### src/rtl/bsync_pkg.sv
package bsync_pkg;
   typedef enum logic {
      POL_NORMAL   = 1'b0,
      POL_INVERTED = 1'b1
   } pol_e;

   typedef enum logic {
      ST_SEARCH = 1'b0,
      ST_LOCKED = 1'b1
   } lock_state_e;
endpackage

### src/rtl/bs_integrator.sv
module bs_integrator #(
   parameter int SMP_W = 12,
   parameter int SPB   = 8,
   parameter int ACC_W = SMP_W + $clog2(SPB)
) (
   input  logic                    clk,
   input  logic                    rst_n,
   input  logic                    vld_i,
   input  logic signed [SMP_W-1:0] smp_i,
   output logic signed [ACC_W-1:0] acc_o,
   output logic                    acc_vld_o
);
   localparam int PH_W = $clog2(SPB);
   localparam logic [PH_W-1:0] PH_LAST = PH_W'(SPB - 1);

   generate
      if (SPB < 3) begin : g_bad_spb
         $error("bs_integrator: SPB must be at least 3");
      end
      if (ACC_W < SMP_W + $clog2(SPB)) begin : g_bad_accw
         $error("bs_integrator: ACC_W too narrow for SPB samples");
      end
   endgenerate

   logic [PH_W-1:0]         phase;
   logic signed [ACC_W-1:0] smp_ext;

   assign smp_ext = {{(ACC_W - SMP_W){smp_i[SMP_W-1]}}, smp_i};

   always_ff @(posedge clk) begin
      if (!rst_n) begin
         phase     <= '0;
         acc_o     <= '0;
         acc_vld_o <= 1'b0;
      end else begin
         acc_vld_o <= vld_i;
         if (vld_i) begin
            if (phase == '0) acc_o <= smp_ext;
            else             acc_o <= acc_o + smp_ext;
            if (phase == PH_LAST) phase <= '0;
            else                  phase <= phase + 1'b1;
         end
      end
   end

   // the first strobe of a bit period replaces the running sum
   p_clear_r1: assert property (@(posedge clk) disable iff (!rst_n)
      (vld_i && phase == '0) |=> (acc_o == $past(smp_ext)));

   // the period closes after exactly SPB strobes
   p_wrap_r1: assert property (@(posedge clk) disable iff (!rst_n)
      (vld_i && phase == PH_LAST) |=> (phase == '0));
endmodule

### src/rtl/bs_peak_window.sv
module bs_peak_window #(
   parameter int ACC_W  = 15,
   parameter int THRESH = 400
) (
   input  logic                    clk,
   input  logic                    rst_n,
   input  logic signed [ACC_W-1:0] acc_i,
   input  logic                    acc_vld_i,
   output logic                    win_vld_o,
   output logic                    peak_o,
   output logic                    raw_bit_o
);
   localparam int MAG_W = ACC_W + 1;
   localparam logic [MAG_W-1:0] THR = MAG_W'(THRESH);

   generate
      if (THRESH < 0 || THRESH >= (2 ** (ACC_W - 1))) begin : g_bad_thr
         $error("bs_peak_window: THRESH outside the integrator range");
      end
   endgenerate

   logic signed [ACC_W-1:0] early, pres, late;
   logic [MAG_W-1:0]        mag_e, mag_p, mag_l;

   function automatic logic [MAG_W-1:0] mag(input logic signed [ACC_W-1:0] x);
      logic signed [MAG_W-1:0] w;
      w = MAG_W'(x);
      return w[MAG_W-1] ? MAG_W'(-w) : MAG_W'(w);
   endfunction

   always_ff @(posedge clk) begin
      if (!rst_n) begin
         early     <= '0;
         pres      <= '0;
         late      <= '0;
         win_vld_o <= 1'b0;
      end else begin
         win_vld_o <= acc_vld_i;
         if (acc_vld_i) begin
            late  <= acc_i;
            pres  <= late;
            early <= pres;
         end
      end
   end

   always_comb begin
      mag_e     = mag(early);
      mag_p     = mag(pres);
      mag_l     = mag(late);
      peak_o    = win_vld_o && (mag_p >= mag_e) && (mag_p >= mag_l) && (mag_p > THR);
      raw_bit_o = !pres[ACC_W-1] && (pres != '0);
   end

   // the window advances by one integrator value per strobe
   p_window_shift_r2: assert property (@(posedge clk) disable iff (!rst_n)
      acc_vld_i |=> (late == $past(acc_i)) && (pres == $past(late)));
endmodule

### src/rtl/bs_sync_lock.sv
module bs_sync_lock
   import bsync_pkg::*;
#(
   parameter int                  PRE_LEN   = 8,
   parameter logic [PRE_LEN-1:0]  PRE_PAT   = 8'hB2,
   parameter int                  SPB       = 8,
   parameter bit                  ALLOW_INV = 1'b1
) (
   input  logic clk,
   input  logic rst_n,
   input  logic win_vld_i,
   input  logic peak_i,
   input  logic raw_i,
   output logic peak_o,
   output logic bit_o,
   output logic bit_vld_o,
   output logic lock_o,
   output logic pol_inv_o
);
   localparam int LOSS  = 2 * SPB;
   localparam int GAP_W = $clog2(LOSS + 1);
   localparam logic [GAP_W-1:0] GAP_LAST = GAP_W'(LOSS - 1);

   generate
      if (PRE_LEN < 2) begin : g_bad_len
         $error("bs_sync_lock: PRE_LEN must be at least 2");
      end
   endgenerate

   lock_state_e          state;
   pol_e                 pol;
   logic [PRE_LEN-1:0]   hist;
   logic [PRE_LEN-1:0]   cand;
   logic [GAP_W-1:0]     gap;
   logic                 hit_norm, hit_inv;

   assign cand     = {hist[PRE_LEN-2:0], raw_i};
   assign hit_norm = (cand == PRE_PAT);

   generate
      if (ALLOW_INV) begin : g_inv_match
         assign hit_inv = (cand == ~PRE_PAT);
      end else begin : g_norm_only
         assign hit_inv = 1'b0;
      end
   endgenerate

   assign lock_o    = (state == ST_LOCKED);
   assign pol_inv_o = (pol == POL_INVERTED);

   always_ff @(posedge clk) begin
      if (!rst_n) begin
         state     <= ST_SEARCH;
         pol       <= POL_NORMAL;
         hist      <= '0;
         gap       <= '0;
         peak_o    <= 1'b0;
         bit_o     <= 1'b0;
         bit_vld_o <= 1'b0;
      end else begin
         peak_o    <= peak_i;
         bit_vld_o <= 1'b0;
         if (state == ST_LOCKED) begin
            if (peak_i) begin
               bit_o     <= raw_i ^ (pol == POL_INVERTED);
               bit_vld_o <= 1'b1;
               gap       <= '0;
            end else if (win_vld_i) begin
               if (gap == GAP_LAST) begin
                  state <= ST_SEARCH;
                  pol   <= POL_NORMAL;
                  hist  <= '0;
                  gap   <= '0;
               end else begin
                  gap <= gap + 1'b1;
               end
            end
         end else if (peak_i) begin
            hist <= cand;
            gap  <= '0;
            if (hit_norm) begin
               state <= ST_LOCKED;
               pol   <= POL_NORMAL;
            end else if (hit_inv) begin
               state <= ST_LOCKED;
               pol   <= POL_INVERTED;
            end
         end
      end
   end

   // every released bit coincides with a peak pulse
   p_bit_on_peak_r4: assert property (@(posedge clk) disable iff (!rst_n)
      bit_vld_o |-> peak_o);

   // bits leave only while locked
   p_gate_r5: assert property (@(posedge clk) disable iff (!rst_n)
      bit_vld_o |-> lock_o);

   // lock is gained only on a peak
   p_lock_on_peak_r6: assert property (@(posedge clk) disable iff (!rst_n)
      $rose(lock_o) |-> peak_o);

   // lock is lost only after a peak-free stretch
   p_loss_quiet_r7: assert property (@(posedge clk) disable iff (!rst_n)
      $fell(lock_o) |-> (!peak_o && !pol_inv_o));
endmodule

### src/rtl/intdump_bitsync.sv
module intdump_bitsync #(
   parameter int                  SMP_W     = 12,
   parameter int                  SPB       = 8,
   parameter int                  THRESH    = 400,
   parameter int                  PRE_LEN   = 8,
   parameter logic [PRE_LEN-1:0]  PRE_PAT   = 8'hB2,
   parameter bit                  ALLOW_INV = 1'b1
) (
   input  logic                    clk,
   input  logic                    rst_n,
   input  logic                    smp_vld_i,
   input  logic signed [SMP_W-1:0] smp_i,
   output logic                    bit_o,
   output logic                    bit_vld_o,
   output logic                    peak_o,
   output logic                    lock_o,
   output logic                    pol_inv_o
);
   localparam int ACC_W = SMP_W + $clog2(SPB);

   generate
      if (SMP_W < 2) begin : g_bad_smpw
         $error("intdump_bitsync: SMP_W must be at least 2");
      end
   endgenerate

   logic signed [ACC_W-1:0] acc;
   logic                    acc_vld;
   logic                    win_vld, peak_now, raw_bit;

   bs_integrator #(.SMP_W(SMP_W), .SPB(SPB), .ACC_W(ACC_W)) u_int (
      .clk(clk), .rst_n(rst_n), .vld_i(smp_vld_i), .smp_i(smp_i),
      .acc_o(acc), .acc_vld_o(acc_vld)
   );

   bs_peak_window #(.ACC_W(ACC_W), .THRESH(THRESH)) u_win (
      .clk(clk), .rst_n(rst_n), .acc_i(acc), .acc_vld_i(acc_vld),
      .win_vld_o(win_vld), .peak_o(peak_now), .raw_bit_o(raw_bit)
   );

   bs_sync_lock #(.PRE_LEN(PRE_LEN), .PRE_PAT(PRE_PAT), .SPB(SPB),
                  .ALLOW_INV(ALLOW_INV)) u_lock (
      .clk(clk), .rst_n(rst_n), .win_vld_i(win_vld), .peak_i(peak_now),
      .raw_i(raw_bit), .peak_o(peak_o), .bit_o(bit_o), .bit_vld_o(bit_vld_o),
      .lock_o(lock_o), .pol_inv_o(pol_inv_o)
   );
endmodule

### config.mk
export PLATFORM = sky130hd
export DESIGN_NAME = intdump_bitsync
export DESIGN_NICKNAME = d
export VERILOG_FILES = /design/src/rtl/bsync_pkg.sv /design/src/rtl/bs_integrator.sv /design/src/rtl/bs_peak_window.sv /design/src/rtl/bs_sync_lock.sv /design/src/rtl/intdump_bitsync.sv
export SDC_FILE = /design/constraint.sdc
export NUM_CORES = 1
export LEC_CHECK = 0
export ABC_CLOCK_PERIOD_IN_PS = 6800
export BUFFER_PORTS_ARGS = -buffer_cell sky130_fd_sc_hd__buf_2
export CAP_MARGIN = 20
export CORE_MARGIN = 8
export CORE_UTILIZATION = 59
export CTS_BUF_LIST = sky130_fd_sc_hd__clkbuf_8
export CTS_CLUSTER_DIAMETER = 200
export CTS_CLUSTER_SIZE = 12
export DETAILED_ROUTE_END_ITERATION = 7
export GPL_TIMING_DRIVEN = 0
export MAX_ROUTING_LAYER = met4
export PLACE_DENSITY = 0.84
export RECOVER_POWER = 100
export REMOVE_ABC_BUFFERS = 1
export SLEW_MARGIN = 10
export SYNTH_ARGS = -nofsm -noshare
export SYNTH_HDL_FRONTEND = slang
export SYNTH_SLANG_ARGS = --single-unit
### constraint.sdc
create_clock -name clk -period 6.8 [get_ports clk]
set_input_delay 0.34 -clock clk [delete_from_list [all_inputs] [get_ports clk]]
set_output_delay 0.34 -clock clk [all_outputs]
set_load 0.02 [all_outputs]
== Yosys cells after proc, flatten, opt, wreduce, memory -nomap -nowiden ==
Index checks and enable logic that the tools add are counted.
Word-level totals
  bits in registers: 82
  bits of input ports: 15
  output and inout port bits: 5
  word-level logic and storage cells: 75
Operators by class
  $add $sub $neg: 6
  magnitude comparators: 3
  equality and inequality tests: 5
  multiplexer cells: 30
  bitwise operators: 1
  reductions and logical operators: 16
Operator list (count)
  $mux W16: 3
  $neg A15 Y16: 3
  $mux W7: 5
  $ge A16 B16 Y1: 2
  $mux W5: 5
  $gt A16 B9 Y1 const B: 1
  $add A15 B12 Y15: 1
  $mux W1: 15
  $mux W15: 1
  $reduce_bool A15 Y1: 1
  $eq A8 B7 Y1 const B: 1
  $eq A8 B8 Y1 const B: 1
  $reduce_and A2 Y1: 3
  $reduce_bool A2 Y1: 3
  $add A5 B1 Y5 const B: 1
  $eq A5 B4 Y1 const B: 1
  $reduce_and A5 Y1: 1
  $logic_and A1 B1 Y1: 4
  $reduce_and A4 Y1: 1
  $add A3 B1 Y3 const B: 1
  $eq A3 B3 Y1 const B: 1
  $logic_not A3 Y1: 1
  $mux W3: 1
  $reduce_bool A3 Y1: 1
  3 further kinds: 3

== Logic depth before layout (Yosys ltp) ==
Gate-level depths: netlist of the first run.
  depth in word-level cells: 8
  depth in mapped cells: 16

== Modules after synthesis ==
Synthesis of the first run repeated with hierarchy kept, for this count alone.
Unflattened totals
  cells, all modules: 675
  area, all modules: 5855.6 µm²
Modules (own cells, without submodules)
  bs_peak_window: instances 1, cells each 393, area an instance 3469.6 µm²
  bs_integrator: instances 1, cells each 192, area an instance 1577.8 µm²
  bs_sync_lock: instances 1, cells each 90, area an instance 808.3 µm²

== Least setup slack after synthesis of the first run ==
Ideal clock, no wire load.
  kind: reg2reg
  from: register u_win.early[0]
  to: register u_lock.hist[0]
  library setup time: 72 ps
  arrival: 4081 ps
  required time: 6728 ps
  path slack: 2647 ps
  cell stages (with the launch flop): 15
  clock period less this slack: 4153 ps
  cell sequence: dfxtp_1 > inv_1 > ha_1 > or4b_4 > or3_4 > or4bb_2 > ha_1 > a21o_2 > a21o_2 > or3_2 > o2111ai_1 > or4b_1 > buf_6 > mux2i_4 > mux2i_1
On the way
  longest elaborated chain between the ends: 8
  elaborated cells between the ends (all ways): 11
  those cells by class: add/sub: 1; order compare: 1; eq/ne: 1; mux: 1; reduce/logical: 7
RTL lines
  from (decl): RTL line bs_peak_window.sv:22  | logic signed [ACC_W-1:0] early, pres, late;
  from (signal assigned): RTL line bs_peak_window.sv:42  | early <= pres;
  $neg A15 Y16: RTL line bs_peak_window.sv:28  | return w[MAG_W-1] ? MAG_W'(-w) : MAG_W'(w);
  $mux W16 *: RTL line bs_peak_window.sv:28
  $ge A16 B16 Y1 *: RTL line bs_peak_window.sv:51  | peak_o = win_vld_o && (mag_p >= mag_e) && (mag_p >= mag_l) && (mag_p > THR);
  $logic_and A1 B1 Y1 * (3 in series): RTL line bs_peak_window.sv:51
  $ne A2 B2 Y1 (no line) or $reduce_bool A2 Y1 (tied branches)
  $reduce_and A4 Y1 (no line) *
  to (signal assigned): RTL line bs_sync_lock.sv:79  | hist <= cand;
  to (decl): RTL line bs_sync_lock.sv:32  | logic [PRE_LEN-1:0] hist;
Mark *: on every way between the ends. The rest lies on a longest branch, timed or not.
A chain may end at the register's enable or synchronous reset.

== Final worst setup path of the first run ==
  from: register u_win.early[0]
  to: register u_lock.hist[6]
The elaborated chain is that of the path after synthesis.

==> flow_summary_export.csv, run 1 <==
group,metric,value,unit
pwr,vdd_drop_max,0.0998,mV
routing,post_drt_via_cell_ratio,6.06,
clocking,post_cts_buffers,0,
clocking,tritoncts,"done",
pwr,power_density,178,nW/um^2
logic_synthesis,async_flop_share,0,
routing,detail_route.first_pass.iterations,5,
global_routing,globalRouteOverflowTotal,0,
die,coreArea,9200,sq um
timing,max_slew.worst_pin.slew,2.63,ns
timing,achievable-frequency,198,MHz
finish,antenna_cells,0,
critical_path,crit_required,7.09,ns
global_routing,antenna_found_initial,0,
critical_path,cp_max_fo,9,
clocking,clock_insertion_delay_worst_skew,0.37,ns
die,die_area,12800,sq um
finish,num-fill-cells,779,
placement,portBuffers,19,
routing,wirelength_routed,12100,microns
critical_path,cp.arrival,5.34,ns
timing,timing.final.crit_share,0.742,
global_routing,wire_length_of_the_first_global_routing_pass,20400,microns
pwr,p_total,0.00104,W
routing,route.detailed.drc,0,
critical_path,worstSetupStartpointType,"flip-flop",
routing,routed_vias,4765,
critical_path,timing.critical_path.to_type,"flip-flop",
die,std_cell_rows,35,
timing,unrepaired_setup_endpoints_after_global_routing,"false",
outcome,violations,"capacitance limit, slew limit",
timing,finalHoldViolations,0,
pwr,p_sw_frac,0.310,
logic_synthesis,synthesis.area_per_instance,8.31,sq um
logic_synthesis,synth-warning-count,0,
pwr,cellLeakagePower,2.43,nW
finish,register_area,1640,sq um
finish,layout_commonest_cell,"nor2_1",
clocking,cts.hold.buffers_added,0,
pwr,power.combinational.fraction,0.179,
clocking,cts_sinks,82,
logic_synthesis,synth-seq-cells,82,
global_routing,first_global_vias,4664,
finish,drive_above_1_share,0.0681,
global_routing,grt.total_usage,0.192,
pwr,power.sequential.fraction,0.499,
die,initial_utilization,0.607,
timing,layout_min_cycle_time,5.05,ns
timing,setup_viol,0,
die,io-pin-count,20,
routing,route.antenna.remaining_nets,0,
timing,fin_worst_skew,0.0186,ns
finish,layout_common_cells,"nor2_1 (90), dfxtp_1 (82), mux2i_1 (59)",
finish,nNetsFinal,737,
global_routing,grt_max_degree,47,
die,die_w,113,microns
logic_synthesis,gate_count_of_the_mapped_netlist,672,
outcome,outcome,"finished with violations",
finish,multi_input_comb_area,3700,sq um
critical_path,setup.worst_path.class,"reg -> reg",
clocking,clockBufferDepth,2,
global_routing,grt-busiest-layer,"met2",
clocking,post_cts_resize_count,0,
clocking,cts.root.buffer_cell,"clkbuf_8",
timing,timing_max_transition_violations_final,47,
placement,final_replace_weighted_congestion,0.832,
flow_run,max_cap_violations,1,
routing,routedWlPerCell,15.4,microns
timing,relSlewSlack,-0.758,
pwr,cellInternalPower,0.000718,W
clocking,clk_transition_reported_paths,0.10,ns
timing,tns,0,ns
logic_synthesis,ys.flop_type,"dfxtp_1",
global_routing,met2_usage,0.327,
finish,syn2layout_area_growth,4.64,%
clocking,htree_num_levels,3,
global_routing,met3_usage,0.0218,
pwr,p_switching,0.000323,W
routing,drt_iter0_markers,211,
placement,dpl.hpwl,9080,microns
clocking,number_of_cts_inserted_buffers,9,
die,die_h,113,microns
pwr,clkPwrFrac,0.322,
logic_synthesis,post_synth_edffs,0,
logic_synthesis,synth-seq-area-share,0.294,
global_routing,global_route.usage.met1,0.220,
logic_synthesis,synth.distinct_cells,66,
logic_synthesis,post_synth_instance_area,5580,sq um
hold_path,worst_min_path_class,"in -> reg",
[registers in the layout, summed over array words and instances (netlist names)]
register	count
u_int.phase	3
u_win.win_vld_o	1
u_lock.pol_inv_o	1
u_lock.bit_vld_o	1
u_win.pres	15
u_lock.hist	7
u_int.acc_o	15
u_int.acc_vld_o	1
u_lock.lock_o	1
u_win.early	15
u_lock.bit_o	1
u_lock.gap	5
u_lock.peak_o	1
u_win.late	15
[worst max-delay path, stage by stage (launching register included)]
cell	delay (ns)
dfxtp_1	0.37
inv_1	0.07
ha_1	0.17
or4b_1	0.50
or3_1	0.44
or4bb_2	0.66
ha_1	0.32
a21o_2	0.20
a21o_2	0.23
or3_2	0.42
o2111ai_1	0.17
or4b_1	0.33
mux2i_1	0.79
mux2i_1	0.29
[final timing paths]
path	slack [ns]	end	start	cells past startpoint
max	1.75	u_lock.hist[6]	u_win.early[0]	13
min	0.25	u_int.acc_o[8]	smp_i[8]	3
max reg2reg	1.75	u_lock.hist[6]	u_win.early[0]	13
min reg2reg	0.46	u_lock.gap[4]	u_lock.gap[4]	2
[cells in the mapped netlist, drive strengths merged, types with 3 or more instances]
| cell type | number | area share |
|---|---|---|
| nor2 | 90 | 0.060 |
| dfxtp | 82 | 0.29 |
| mux2i | 59 | 0.11 |
| nand2 | 57 | 0.039 |
| ha | 51 | 0.11 |
| o21ai | 37 | 0.033 |
| a21oi | 31 | 0.028 |
| clkbuf | 27 | 0.020 |
| xor2 | 25 | 0.039 |
| xnor2 | 23 | 0.036 |
| nand3 | 20 | 0.018 |
| inv | 17 | 0.011 |
| nor3 | 17 | 0.015 |
| or3 | 11 | 0.013 |
| a21o | 8 | 0.011 |
| buf | 8 | 0.0076 |
| nand2b | 8 | 0.0090 |
| o31ai | 8 | 0.011 |
| a31oi | 7 | 0.0078 |
| nor2b | 6 | 0.0067 |
| o21a | 6 | 0.0081 |
| a311oi | 5 | 0.0078 |
| and2 | 5 | 0.0056 |
| a211oi | 4 | 0.0054 |
| nand3b | 4 | 0.0054 |
| o211ai | 4 | 0.0054 |
| o22ai | 4 | 0.0045 |
| or2 | 4 | 0.0045 |
| or4 | 4 | 0.0060 |
| nand4 | 3 | 0.0034 |
| nor3b | 3 | 0.0040 |
| nor4 | 3 | 0.0034 |
| or4b | 3 | 0.0067 |
[metal layers]
| metal | routed length (microns) | part of all wire |
|---|---|---|
| met5 | 0 | 0 |
| met4 | 321 | 0.027 |
| met3 | 295 | 0.024 |
| met1 | 5510 | 0.46 |
| met2 | 5980 | 0.49 |
[power by group through the flow]
stage	Sequential, W	Clock [W]	Combinational [W]
3_3_place_gp	0.000529	0	0.000171
5_1_grt	0.000522	0.000360	0.000210
4_1_cts	0.000519	0.000340	0.000183
6_report	0.000520	0.000336	0.000186
3_5_place_dp	0.000530	0	0.000182
2_1_floorplan	0.000523	0	0.000141
[through the flow]
step	utilization	cell area [sq um]	hold slack (ns)	worst slack [ns]	std cells
finish	0.635	5840	0.255	1.75	786
global placement	0.616	5660	0.441	2.29	768
CTS	0.639	5870	0.248	2.12	785
floorplan	-	5430	0.428	2.53	638
global route	0.635	5840	0.265	1.54	786
detailed placement	0.618	5690	0.444	2.16	769
[final cells by class]
class                      count  share of cell area
timing repair buffer          21              0.0191
inverter                      17              0.0109
clock buffer                   9              0.0212
tap                          111              0.0238
multi-input combinational    539               0.634
sequential                    82               0.281
clock inverter                 7              0.0105
[cell families after synthesis]
| kind of cell | Yosys count | synth area share |
|---|---|---|
| and+or+nand+nor | 247 | 0.215 |
| AOI/OAI and AO/OA | 129 | 0.148 |
| DFF | 82 | 0.294 |
| muxes | 59 | 0.108 |
| buffers and inverters | 53 | 0.0406 |
| adders and majority gates | 52 | 0.118 |
| xor gates and xnor gates | 48 | 0.0753 |
| other | 2 | 0.00134 |
(Power assumes the default switching activity.)
==> inputs of run 2 (changes only) <==
ABC_AREA = 1   (was unset)
ABC_CLOCK_PERIOD_IN_PS = 5300   (was 6800)
clock period = 5.3 ns   (was 6.8 ns; I/O delays follow)
==> run 2 against run 1 <==
Flip-flop and latch count unchanged. Utilization is 0.95 points higher. Non-clock buffer count is 2 lower. Power up 63%. Largest power group unchanged. Maximum frequency is 31% higher. The flow still finishes with violations (capacitance limit, slew limit). Global-route usage about the same. Synthesized cell count increased by 22%. Combinational power up 130%. Worst setup slack lost 0.31 ns. Die area about the same. First-iteration DRC count rose by 44%. Sequential power grew 33%.
==> flow_summary_export.csv, run 2 <==
group,metric,value,unit
outcome,outcome,"finished with violations",
outcome,violations,"capacitance limit, slew limit",
timing,achievable-frequency,259,MHz
finish,nNetsFinal,894,
routing,routedWlPerCell,12.6,microns
timing,finalHoldViolations,0,
routing,route.antenna.remaining_nets,0,
pwr,p_total,0.00170,W
logic_synthesis,post_synth_edffs,0,
clocking,cts_sinks,82,
timing,tns,0,ns
finish,multi_input_comb_area,3320,sq um
routing,wirelength_routed,11800,microns
die,die_h,113,microns
critical_path,worst_r2r_startpoint,"u_win.late[2]",
logic_synthesis,synth-seq-area-share,0.294,
critical_path,crit_required,5.56,ns
timing,relSlewSlack,-0.618,
logic_synthesis,synth-warning-count,0,
global_routing,antenna_found_initial,0,
pwr,vdd_drop_max,0.164,mV
global_routing,grt_max_degree,69,
critical_path,worst-r2r-setup-slack,1.45,ns
timing,setup_viol,0,
timing,layout_min_cycle_time,3.85,ns
finish,antenna_cells,0,
logic_synthesis,synth-seq-cells,82,
clocking,cts.root.buffer_cell,"clkbuf_8",
routing,detail_route.first_pass.iterations,5,
die,initial_utilization,0.607,
global_routing,grt.total_usage,0.193,
clocking,clk_transition_reported_paths,0.09,ns
logic_synthesis,synth_top_cells_by_area,"dfxtp_1 (29%), ha_1 (11%), nand2_1 (11%)",
global_routing,met2_usage,0.345,
clocking,number_of_cts_inserted_buffers,9,
die,std_cell_rows,35,
timing,timing_max_transition_violations_final,69,
critical_path,capturing_instance_or_port_of_the_critical_path,"u_lock.hist[1]",
routing,route.detailed.drc,0,
clocking,cts.hold.buffers_added,0,
clocking,clock_insertion_delay_worst_skew,0.36,ns
placement,portBuffers,19,
critical_path,cp.arrival,4.12,ns
routing,routed_vias,5216,
global_routing,first_global_vias,4925,
critical_path,r2r-end,"u_lock.hist[1]",
hold_path,worst_min_path_class,"in -> reg",
critical_path,worstSetupStartpointType,"flip-flop",
critical_path,timing.critical_path.to_type,"flip-flop",
routing,post_drt_via_cell_ratio,5.53,
timing,fin_worst_skew,0.0127,ns
logic_synthesis,synth_top_area_cell,"dfxtp_1",
critical_path,cp_max_fo,10,
die,die_w,113,microns
finish,register_area,1640,sq um
timing,max_slew.worst_pin.slew,2.43,ns
flow_run,max_cap_violations,1,
global_routing,wire_length_of_the_first_global_routing_pass,20500,microns
timing,timing.final.crit_share,0.727,
clocking,tritoncts,"done",
die,die_area,12800,sq um
clocking,post_cts_buffers,0,
logic_synthesis,synthesis.area_per_instance,6.79,sq um
placement,dpl.hpwl,8940,microns
finish,syn2layout_area_growth,6.16,%
critical_path,setup.worst_path.class,"reg -> reg",
finish,drive_above_1_share,0.0481,
finish,layout_commonest_cell,"nand2_1",
logic_synthesis,ys.flop_type,"dfxtp_1",
logic_synthesis,async_flop_share,0,
global_routing,globalRouteOverflowTotal,0,
logic_synthesis,synth_top_area_share,0.294,
timing,unrepaired_setup_endpoints_after_global_routing,"false",
logic_synthesis,gate_count_of_the_mapped_netlist,823,
routing,drt_iter0_markers,304,
logic_synthesis,synth_commonest_cells,"nand2_1 (167), inv_1 (126), dfxtp_1 (82)",
finish,num-fill-cells,810,
die,coreArea,9200,sq um
global_routing,met3_usage,0.0272,
pwr,cellLeakagePower,2.86,nW
critical_path,worstSetupStartpoint,"u_win.late[2]",
clocking,post_cts_resize_count,0,
logic_synthesis,yosysMostFrequentCell,"nand2_1",
global_routing,grt-busiest-layer,"met2",
critical_path,reg2regPathDepth,19,
placement,final_replace_weighted_congestion,0.845,
logic_synthesis,post_synth_instance_area,5590,sq um
pwr,power_density,286,nW/um^2
global_routing,global_route.usage.met1,0.211,
clocking,htree_num_levels,3,
die,io-pin-count,20,
finish,layout_common_cells,"nand2_1 (169), inv_1 (126), dfxtp_1 (81)",
clocking,clockBufferDepth,2,
logic_synthesis,synth.distinct_cells,41,
run 2: cell count changes in the layout (fill, tap and decap cells not counted), moves of 12 or more:
cell     before  now
nor2_1       90   61
nand2_1      56  169
inv_1        16  126
a21oi_1      31   80
mux2i_1      59    0
xnor2_1      23    9
o21ai_0      36   76
nand4_1       3   15
run 2: final cells by class:
class | count | area share
Tap cell | 111 | 0.0234
Sequential cell | 82 | 0.277
Timing Repair Buffer | 19 | 0.0148
Multi-Input combinational cell | 586 | 0.559
Clock inverter | 5 | 0.0184
Clock buffer | 11 | 0.0255
Inverter | 129 | 0.0816
run 2: critical path: stages, from the launching register on:
cell and delay, ns:
dfxtp_1 0.39, nor3_1 0.23, nand2_1 0.08, nor2_1 0.10, inv_1 0.06, o31ai_1 0.38, nand2_1 0.16, a21oi_1 0.20
xor2_1 0.19, ha_1 0.27, a21oi_1 0.13, nor3_1 0.06, a211oi_1 0.33, a21oi_4 0.12, nand2_1 0.23, nand2_1 0.30
nand3_1 0.33, nand2_1 0.10, inv_1 0.07, nor2_1 0.04
run 2: cells by family (layout without fill, tap and decap cells):
family,count (synthesis),after routing,synth area share
simple gates,305,305,0.238
compound gates,187,187,0.181
buf+inv,157,164,0.108
flops,82,82,0.294
fa+ha+maj,52,52,0.118
xor+xnor,38,38,0.0596
other cells,2,4,0.00134
run 2: worst min path at each step:
stage / start / end / cells past startpoint
6_report: smp_i[0] / u_int.acc_o[0] / 3
3_5_place_dp: u_lock.bit_o / u_lock.bit_o / 2
4_1_cts: smp_i[0] / u_int.acc_o[0] / 3
3_3_place_gp: u_lock.bit_o / u_lock.bit_o / 2
5_1_grt: smp_i[4] / u_int.acc_o[4] / 3
2_1_floorplan: smp_vld_i / u_int.acc_vld_o / 2
run 2: per-layer routing:
| metal | part of all wire | up-vias | wire length (microns) |
|---|---|---|---|
| met5 | 0 | - | 0 |
| met4 | 0.017 | 0 | 199 |
| met3 | 0.040 | 19 | 469 |
| met2 | 0.51 | 116 | 6030 |
| met1 | 0.43 | 2400 | 5130 |
| li1 | - | 2681 | - |
run 2: power breakdown:
| group | total [W] | leakage, nW | internal, W | switching (W) |
|---|---|---|---|---|
| combinational | 0.000433 | 2.06 | 0.000168 | 0.000265 |
| sequential | 0.000693 | 0.673 | 0.000652 | 0.0000412 |
| clock | 0.000571 | 0.128 | 0.000342 | 0.000229 |
run 2: per-stage QoR:
step           setup WS [ns]  utilization  hold WS [ns]  area (sq um)  cells
2_1_floorplan           2.43            -         0.358          5480    797
3_3_place_gp            2.06        0.621         0.453          5710    927
3_5_place_dp            1.95        0.621         0.464          5710    927
4_1_cts                 1.92        0.649         0.177          5970    943
5_1_grt                0.947        0.645         0.186          5930    943
6_report                1.45        0.645         0.191          5930    943
